`src/rtl/drv_fault_pkg.sv`:
```
package drv_fault_pkg;

    // Outcome of one open-coil polarity sample
    typedef enum logic [1:0] {
        SMP_NONE = 2'd0,
        SMP_NEG  = 2'd1,
        SMP_POS  = 2'd2
    } smp_e;

    // Reasons the latch may set, gathered each cycle
    typedef struct packed {
        logic shorted;
        logic hot;
        logic open;
    } cause_t;

endpackage

```
`src/rtl/drv_open_det.sv`:
```
module drv_open_det
    import drv_fault_pkg::*;
#(
    parameter int SAMPLE_DLY = 100,
    parameter int OPEN_HITS  = 3
) (
    input  logic clk,
    input  logic rst_n,
    input  logic clr,
    input  logic off_edge,
    input  logic pwm_on,
    input  logic sense_pos,
    output logic open_o
);

    localparam int TW = $clog2(SAMPLE_DLY + 1);
    localparam int CW = $clog2(OPEN_HITS + 1);
    localparam logic [TW-1:0] T_LAST = TW'(SAMPLE_DLY);
    localparam logic [CW-1:0] H_LAST = CW'(OPEN_HITS);

    typedef struct packed {
        logic [TW-1:0] tmr;   // 0 = idle, else cycles since off edge
        logic [CW-1:0] hits;  // consecutive positive samples
    } det_t;

    det_t st_d, st_q;
    smp_e smp;

    always_comb begin
        st_d = st_q;
        smp  = SMP_NONE;
        if (clr) begin
            st_d = '0;
        end else begin
            if (off_edge) begin
                st_d.tmr = TW'(1);
            end else if (st_q.tmr != '0) begin
                if (pwm_on) begin
                    // off period ended early: drop it without a sample
                    st_d.tmr = '0;
                end else if (st_q.tmr == T_LAST) begin
                    st_d.tmr = '0;
                    smp      = sense_pos ? SMP_POS : SMP_NEG;
                end else begin
                    st_d.tmr = st_q.tmr + TW'(1);
                end
            end
            case (smp)
                SMP_POS: if (st_q.hits != H_LAST) st_d.hits = st_q.hits + CW'(1);
                SMP_NEG: st_d.hits = '0;
                default: ;
            endcase
        end
    end

    always_ff @(posedge clk or negedge rst_n) begin
        if (!rst_n) st_q <= '0;
        else        st_q <= st_d;
    end

    assign open_o = (st_q.hits == H_LAST);

endmodule

```
`src/rtl/drv_fault_hold.sv`:
```
module drv_fault_hold
    import drv_fault_pkg::*;
(
    input  logic   clk,
    input  logic   rst_n,
    input  logic   clr,
    input  cause_t cause,
    output logic   fault_o
);

    typedef struct packed {
        logic fault;
    } hold_t;

    hold_t st_d, st_q;

    always_comb begin
        st_d = st_q;
        if (clr)            st_d.fault = 1'b0;
        else if (|cause)    st_d.fault = 1'b1;
    end

    always_ff @(posedge clk or negedge rst_n) begin
        if (!rst_n) st_q <= '0;
        else        st_q <= st_d;
    end

    assign fault_o = st_q.fault;

endmodule

```
`src/rtl/drv_fault_latch.sv`:
```
module drv_fault_latch
    import drv_fault_pkg::*;
#(
    parameter int NPH        = 2,
    parameter int SAMPLE_DLY = 100,
    parameter int OPEN_HITS  = 3
) (
    input  logic           clk,
    input  logic           rst_n,
    input  logic           deep_sleep,
    input  logic [NPH-1:0] oc_trip,
    input  logic           hot_trip,
    input  logic [NPH-1:0] off_edge,
    input  logic [NPH-1:0] pwm_on,
    input  logic [NPH-1:0] sense_pos,
    output logic           fault_flag,
    output logic [NPH-1:0] drive_en
);

    logic [NPH-1:0] open_vec;
    cause_t         cause;
    logic           latched;
    logic           cut_now;

    for (genvar p = 0; p < NPH; p++) begin : g_phase
        drv_open_det #(
            .SAMPLE_DLY (SAMPLE_DLY),
            .OPEN_HITS  (OPEN_HITS)
        ) u_det (
            .clk       (clk),
            .rst_n     (rst_n),
            .clr       (deep_sleep),
            .off_edge  (off_edge[p]),
            .pwm_on    (pwm_on[p]),
            .sense_pos (sense_pos[p]),
            .open_o    (open_vec[p])
        );
    end

    always_comb begin
        cause         = '0;
        cause.shorted = |oc_trip;
        cause.hot     = hot_trip;
        cause.open    = |open_vec;
    end

    drv_fault_hold u_hold (
        .clk     (clk),
        .rst_n   (rst_n),
        .clr     (deep_sleep),
        .cause   (cause),
        .fault_o (latched)
    );

    // Short and overheat cut the outputs before the latch registers them
    assign cut_now    = latched | cause.shorted | cause.hot | deep_sleep;
    assign drive_en   = {NPH{~cut_now}};
    assign fault_flag = latched;

endmodule

```
`config.mk`:
```
export PLATFORM = sky130hd
export DESIGN_NAME = drv_fault_latch
export DESIGN_NICKNAME = d
export VERILOG_FILES = /design/src/rtl/drv_fault_pkg.sv /design/src/rtl/drv_open_det.sv /design/src/rtl/drv_fault_hold.sv /design/src/rtl/drv_fault_latch.sv
export SDC_FILE = /design/constraint.sdc
export NUM_CORES = 1
export LEC_CHECK = 0
export ABC_AREA = 1
export BUFFER_PORTS_ARGS = -buffer_cell sky130_fd_sc_hd__buf_4
export CORE_MARGIN = 3
export CORE_UTILIZATION = 61
export CTS_CLUSTER_SIZE = 16
export DETAILED_ROUTE_END_ITERATION = 8
export PLACE_DENSITY_LB_ADDON = 0.05
export SLEW_MARGIN = 10
export SYNTH_ARGS = -nofsm -noshare
export SYNTH_HDL_FRONTEND = slang
export SYNTH_SLANG_ARGS = --single-unit
export TNS_END_PERCENT = 1
```
`constraint.sdc`:
```
create_clock -name clk -period 4.2 [get_ports clk]
set_clock_uncertainty 0.15 [all_clocks]
set_input_delay 0.42 -clock clk [delete_from_list [all_inputs] [get_ports clk]]
set_output_delay 0.42 -clock clk [all_outputs]
set_load 0.01 [all_outputs]
```
# Word-level counts from Yosys, hierarchy flattened

Index checks and enable logic that the tools add are counted.

Flip-flop bits (word level): 19
Bits of input ports: 12
Output and inout port bits: 3
Word-level logic and storage cells: 64

$add $sub $neg: 4
Equality and inequality tests: 12
Multiplexer cells: 28
Bitwise logic cells: 4
Reductions and logical operators: 11

Operators by type and width:

| operator              | number |
|---|---|
| $mux W7               | 8 |
| $mux W2               | 14 |
| $mux W9               | 2 |
| $add A7 B1 Y7 const B | 2 |
| $eq A7 B7 Y1 const B  | 2 |
| $reduce_bool A7 Y1    | 2 |
| $reduce_bool A3 Y1    | 4 |
| $eq A2 B2 Y1 const B  | 4 |
| $pmux W2 S2           | 2 |
| $ne A3 B2 Y1 const B  | 2 |
| $reduce_or A5 Y1      | 1 |
| $add A2 B1 Y2 const B | 2 |
| $eq A2 B1 Y1 const B  | 2 |
| $ne A2 B2 Y1 const B  | 2 |
| $reduce_and A2 Y1     | 2 |
| $or A1 B1 Y1          | 3 |
| $mux W1               | 2 |
| $reduce_bool A2 Y1    | 1 |
| $reduce_or A2 Y1      | 1 |
| $not A1 Y1            | 1 |

# Logic depth before layout (Yosys ltp)

Gate-level depths: netlist (run 1).

Depth after elaboration: 9
Depth in mapped cells: 9
Gate-level depth less buffers: 9

# Modules after synthesis

Synthesis (run 1) repeated with hierarchy kept, for this count alone.

Cells, all modules: 191
Area total of the unflattened synthesis: 1,321.3 µm²

By module, submodules not included:

| module          | times used | cells an instance | area an instance (µm²) | seq. area each (µm²) |
|---|---|---|---|---|
| drv_open_det    | 2          | 89                | 619.3                  | 225.2 |
| drv_fault_latch | 1          | 9                 | 45.0                   | 0.0 |
| drv_fault_hold  | 1          | 4                 | 37.5                   | 25.0 |

# Least setup slack after synthesis (run 1)

OpenSTA, ideal clock, no wires.

Kind: input to output
Start point: in hot_trip
End point: out drive_en[1]
Arrival time: 0.930 ns
Data required time: 3.630 ns
Path slack: 2.700 ns
Stages on the path: 4
Path buffers: 1
Cells stage by stage: nor2_1 > nand2_1 > nor2_1 > buf_4

Longest elaborated chain between the ends: 3

RTL lines:

| what                      | RTL line              | RTL |
|---|---|---|
| start, declared           | drv_fault_latch.sv:12 | `input logic hot_trip,` |
| $or A1 B1 Y1 (2 in a row) | drv_fault_latch.sv:56 | `assign cut_now = latched \| cause.shorted \| cause.hot \| deep_sleep;` |
| $not A1 Y1                | drv_fault_latch.sv:57 | `assign drive_en = {NPH{~cut_now}};` |
| end, declared             | drv_fault_latch.sv:17 | `output logic [NPH-1:0] drive_en` |

No other way between the ends.

# Worst setup path in the final report (run 1)

Start point: reg u_hold.st_q, in the netlist u_hold.fault_o
End point: out drive_en[1]

Longest elaborated chain between the ends: 4

RTL lines:

| what                      | RTL line              | RTL |
|---|---|---|
| start, declared           | drv_fault_hold.sv:15  | `hold_t st_d, st_q;` |
| start signal, assigned    | drv_fault_hold.sv:25  | `else st_q <= st_d;` |
| $or A1 B1 Y1 (3 in a row) | drv_fault_latch.sv:56 |  |
| $not A1 Y1                | drv_fault_latch.sv:57 |  |

No other way between the ends.

==> impl_metrics.toml, run 1 <==
[final_layout]
final_layout_size_suffix_gt1_share_pct = 22.1
multi_input_comb_area_um2 = 698
post-route-util_pct = 74.1
nFillCells = 164
antenna_cells = 0
seqCellArea_um2 = 475
area_delta_synth_final_pct = 12.9
nNetsFinal = 218

[die]
core_area_mm2 = 0.00198
chipWidth_um = 52.2
io_pins = 15
initial_core_util_pct = 65.7
std_cell_rows = 16
dieHeight_um = 52.2
dieArea_mm2 = 0.00272

[critical_path]
path_class = "reg -> out"
r2r_start = "g_phase[0].u_det.st_q[2]$_DFFE_PN0P_"
cpMostUsedCell = "nor2_1"
critPathBufInv = 1
cp_max_fo = 2
slowest_delay_ns = 0.39
regToRegSetupSlack_ns = 2.67
critical-path-slowest-cell = "dfrtp_1"
crit_cells = 4
cp-end-kind = "output pin"
reg2reg_to = "g_phase[0].u_det.st_q[0]$_DFFE_PN0P_"
cp.required_ns = 3.63
arrival_ns = 1.15
cp_top_family = "flip-flops"
ff2ff_path_depth = 7
crit_chain = "nor2_1 -> nand2_1 -> nor2_1 -> buf_4"
start_kind = "register"

[status]
status = "finished, final reports clean"

[power_and_ir_drop]
swShare_pct = 26.9
seq_power_share_pct = 56.8
p_switching_uw = 90.0
p_comb_share_pct = 15.7
p_per_area_mw_per_mm2 = 228
p_leak_uw = 0.000747
peakVddDrop_uv = 217
internal_power_uw = 244
pwr-share-clk_pct = 27.5

[synthesis]
yosys.area_share.xor_xnor_pct = 2.02
synth_seq_area_share_pct = 36.5
yosys-top-cells-area = "dfrtp_1, nand2_1, nand3_1"
synth_compound_area_share_pct = 4.81
synth_mux_area_share_pct = 0
synth_commonest_cells = "nand2_1, nor2_1, inv_1, nand3_1, dfrtp_1"
yosysMostFrequentCell = "nand2_1"
ys_ff_latch = 19
syn_nets = 199
synth_top_area_share_pct = 36.5
yosys.area_share.simple_pct = 41.1
synthArstFlopShare_pct = 100
yosysTopAreaCell = "dfrtp_1"
synth_area_mm2 = 0.00130
synthCells = 181
synth.distinct_cells = 24
synth.avg_cell_area_um2 = 7.19
synth-edff-count = 0
synthFlopType = "dfrtp_1"
synth_fa_ha_area_share_pct = 5.77
ys_warn_count = 0
synth_top_family_by_area = "simple AND/OR/NAND/NOR gates"

[clock_network]
htree_levels = 1
root_buffer = "clkbuf_4"
clock_path_buffers = 2
cts_buffers = 3
cts_tree = "yes"
clkTransAtPathRegs_ns = 0.11
clock_latency_ns = 0.29
cts_num_sinks = 19

[timing]
setup-violations-final = 0
tightest_slew_ns = 0.350
maxSlewViolCount = 0
hold_viol_final = 0
setup_tns_ns = 0
fin_crit_ns = 1.72
slew_headroom_pct = 76.6
rsz0062_at_grt = "false"
post-route-period-util_pct = 41.0
timing.fmax_ghz = 0.581

[grt]
grt_max_degree = 20
antenna_found_initial = 0
grt_pass1_wl_mm = 4.24
track_usage_pct = 20.7
first_global_vias = 1080
grt_overflow = 0

[drt]
viasPerCell = 5.05
wirelength_met1_mm = 1.14
wl_mm = 2.46
drc = 0
vias = 1141
wl_met3_um = 65
ant_nets = 0
first_pass_iters = 4
wl_met2_mm = 1.22
wl_per_cell_um = 10.9
drt_iter0_drc = 27
highest_layer = "met4"

[worst_hold_path]
hold_start = "deep_sleep"
hold_class = "in -> reg"
holdPathEnd = "g_phase[1].u_det.st_q[2]$_DFFE_PN0P_"
hold_path_depth = 4

[flow_run]
drv_cap = 0

[place]
dpl.hpwl_mm = 2.00
io_buffer_count = 14
gp_congestion = 0.787
worst reg2reg max path: cells and delay by family, from the launching register on:
kind	cells	cell delay, ns
flip-flops	1	0.44
adder cells (fa/ha/maj)	1	0.19
AND/OR/NAND/NOR	5	0.56
buffers and inverters	1	0.09
metrics by stage:
step	cells	area, um2	setup WS, ns	hold WS, ns	total power (uW)
finish	226	1470	2.48	0.268	334
global route	226	1470	2.41	0.282	353
CTS	226	1470	2.49	0.264	338
detailed placement	221	1430	2.65	0.158	246
global placement	221	1430	2.69	0.156	244
floorplan	181	1300	2.70	-0.0256	226
registers in the layout, summed over array words and instances, names as in the netlist:
signal and cells:
u_hold.fault_o 1, g_phase.u_det.st_q 18
cells in the final DEF, fill, tap and decap left out, types with 5 or more instances in the layout:
master,synthesis,final
inv_1,23,23
ha_1,6,6
nor2_2,6,6
buf_4,1,14
nand2_2,5,5
dfrtp_1,19,19
nor2_1,26,26
inv_2,9,9
nand3_1,21,21
nand2_1,41,41
per-layer routing:
layer | track usage, % | up-vias
li1 | - | 604
met1 | 24.7 | 515
met2 | 38.3 | 18
met3 | 3.42 | 4
met4 | 5.11 | 0
met5 | 0 | -
what timing repair did:
item | CTS | global route
hold buffers | 1 | 0
hold endpoints to repair | 19 | 0
buffers inserted | 0 | 0
gates resized for setup | 0 | 0
cell families after synthesis:
group,after synthesis
DFF,19
buffers and inverters,33
xor gates and xnor gates,3
and+or+nand+nor,109
AOI/OAI and AO/OA,11
adders and majority gates,6
area by class of cell:
type                       count  share of cell area [%]
tap                           27                    2.30
inverter                      32                    8.18
timing repair buffer          15                    7.84
clock buffer                   4                    1.79
multi-input combinational    129                    47.5
sequential                    19                    32.4
worst max path at each step:
stage | to | startpoint | slack, ns
2_1_floorplan | drive_en[1] | hot_trip | 2.70
3_3_place_gp | g_phase[0].u_det.st_q[7]$_DFFE_PN0P_ | off_edge[0] | 2.69
3_5_place_dp | drive_en[1] | oc_trip[1] | 2.65
4_1_cts | drive_en[1] | u_hold.fault_o$_DFFE_PN0P_ | 2.49
5_1_grt | drive_en[1] | u_hold.fault_o$_DFFE_PN0P_ | 2.41
6_report | drive_en[1] | u_hold.fault_o$_DFFE_PN0P_ | 2.48
power groups by stage:
stage	combinational, uW	clock (uW)	sequential (uW)
finish	52.4	92.1	190
global route	58.9	104	191
global placement	50.7	0	193
detailed placement	52.3	0	194
CTS	53.2	95.1	190
floorplan	32.5	0	193
Power figures use the tool's default switching activity.
==> run 2, diff against run 1 <==
- CORE_UTILIZATION: 61 -> 57
- clock period: 4.2 -> 1.59 ns (I/O delays scaled with it)
==> impl_metrics.toml, run 2 (synthesized netlist as in run 1, its figures left out) <==
[drt]
drt_iter0_drc = 14
wirelength_met1_mm = 1.35
viasPerCell = 5.29
wl_mm = 3.05
first_pass_iters = 4
wl_met2_mm = 1.50
wl_met3_um = 120
drc = 0
wl_per_cell_um = 13.2
vias = 1221
ant_nets = 0
highest_layer = "met4"

[critical_path]
cp-end-kind = "register"
endpoint = "g_phase[1].u_det.st_q[4]$_DFFE_PN0P_"
reg2reg_to = "g_phase[1].u_det.st_q[4]$_DFFE_PN0P_"
cp_max_fo = 6
ff2ff_path_depth = 9
start_kind = "register"
slowest_delay_ns = 0.41
crit_chain = "inv_1 -> ha_2 -> nand2_1 -> nor2_2 -> nand2_4 -> nand2_1 -> nand2_1 -> nand3_1 -> inv_1"
critical-path-slowest-cell = "dfrtp_1"
cp.required_ns = 1.64
r2r_start = "g_phase[1].u_det.st_q[3]$_DFFE_PN0P_"
cpMostUsedCell = "nand2_1"
path_class = "reg -> reg"
regToRegSetupSlack_ns = 0.04
crit_start = "g_phase[1].u_det.st_q[3]$_DFFE_PN0P_"
arrival_ns = 1.60

[place]
gp_congestion = 0.908
dpl.hpwl_mm = 2.18
preCtsSetupSlack_ns = 0.0222
io_buffer_count = 14

[grt]
first_global_vias = 1170
grt_max_degree = 20
grt_overflow = 0
track_usage_pct = 23.9
antenna_found_initial = 0
grt_pass1_wl_mm = 5.00

[timing]
hold_ws_ns = 0.0152
slew_headroom_pct = 75.8
post-route-period-util_pct = 97.2
maxSlewViolCount = 0
fin_crit_ns = 1.55
timing.fmax_ghz = 0.647
layout_setup_ws_ns = 0.0443
hold_viol_final = 0
rsz0062_at_grt = "true"
tightest_slew_ns = 0.362
setup-violations-final = 0

[final_layout]
largest_reg_flops = 18
final_layout_size_suffix_gt1_share_pct = 28.4
nFillCells = 174
nNetsFinal = 223
final_common_cell = "nand2_1"
largest_register = "g_phase.u_det.st_q"
multi_input_comb_area_um2 = 742
seqCellArea_um2 = 477
area_delta_synth_final_pct = 19.6
final_cell_mix = "nand2_1, nor2_1, inv_1"
antenna_cells = 0

[die]
dieHeight_um = 53.8
std_cell_rows = 16
core_area_mm2 = 0.00206
initial_core_util_pct = 63.1
io_pins = 15
chipWidth_um = 53.8
dieArea_mm2 = 0.00289

[power_and_ir_drop]
p_per_area_mw_per_mm2 = 593
p_leak_uw = 0.000776
peakVddDrop_uv = 548

[clock_network]
clkTransAtPathRegs_ns = 0.11
cts_tree = "yes"
root_buffer = "clkbuf_4"
cts_buffers = 3
clock_latency_ns = 0.30
htree_levels = 1
cts_num_sinks = 19
clock_path_buffers = 2

[status]
status = "finished, final reports clean"

[flow_run]
drv_cap = 0

[worst_hold_path]
hold_class = "in -> reg"
-- run 2: stage by stage --
step	std cells	utilization (%)	area, um2	power, uW	setup TNS, ns
5_1_grt	231	75.5	1560	971	-0.240
6_report	231	75.5	1560	923	0
3_5_place_dp	222	69.8	1440	654	0
3_3_place_gp	222	69.8	1440	649	0
2_1_floorplan	181	-	1300	596	0
4_1_cts	228	72.1	1490	904	0
-- run 2: critical path, delay by kind of cell (launching register included) --
family | cells | cell delay (ns)
AND/OR/NAND/NOR | 6 | 0.52
flip-flops | 1 | 0.41
adder cells (fa/ha/maj) | 1 | 0.22
buffers and inverters | 2 | 0.13
-- run 2: cell type report --
type	count	share of cell area (%)
clock buffers	4	1.69
inverters	32	7.88
multi-input cells	129	47.7
flip-flops and latches	19	30.6
well taps	27	2.17
repair buffers	20	9.97
-- run 2: report_power, final --
part / internal [uW] / switching (uW)
clock: 97.9 / 154
combinational: 72.1 / 98.2
sequential: 492 / 8.44
-- run 2: how the worst min path moves through the flow --
stage	start	end	slack, ns	cells past startpoint
floorplan	rst_n	g_phase[0].u_det.st_q[0]$_DFFE_PN0P_	-0.29	0
global placement	rst_n	g_phase[0].u_det.st_q[8]$_DFFE_PN0P_	-0.1	1
detailed placement	rst_n	g_phase[0].u_det.st_q[8]$_DFFE_PN0P_	-0.11	1
CTS	off_edge[1]	g_phase[1].u_det.st_q[2]$_DFFE_PN0P_	0.01	5
global route	off_edge[1]	g_phase[1].u_det.st_q[2]$_DFFE_PN0P_	0.05	5
finish	off_edge[1]	g_phase[1].u_det.st_q[2]$_DFFE_PN0P_	0.02	5
-- run 2: timing repair --
action                                 CTS  global route
resized for setup                        0            14
endpoints found under the hold margin   20             0
hold buffers                             2             0
setup endpoints to repair                0            15
buffers inserted                         0             3
-- run 2: metal layers --
metal,vias up,track usage (%)
li1,612,-
met1,573,30.4
met2,26,38.5
met3,10,7.48
met4,0,7.23
met5,-,0
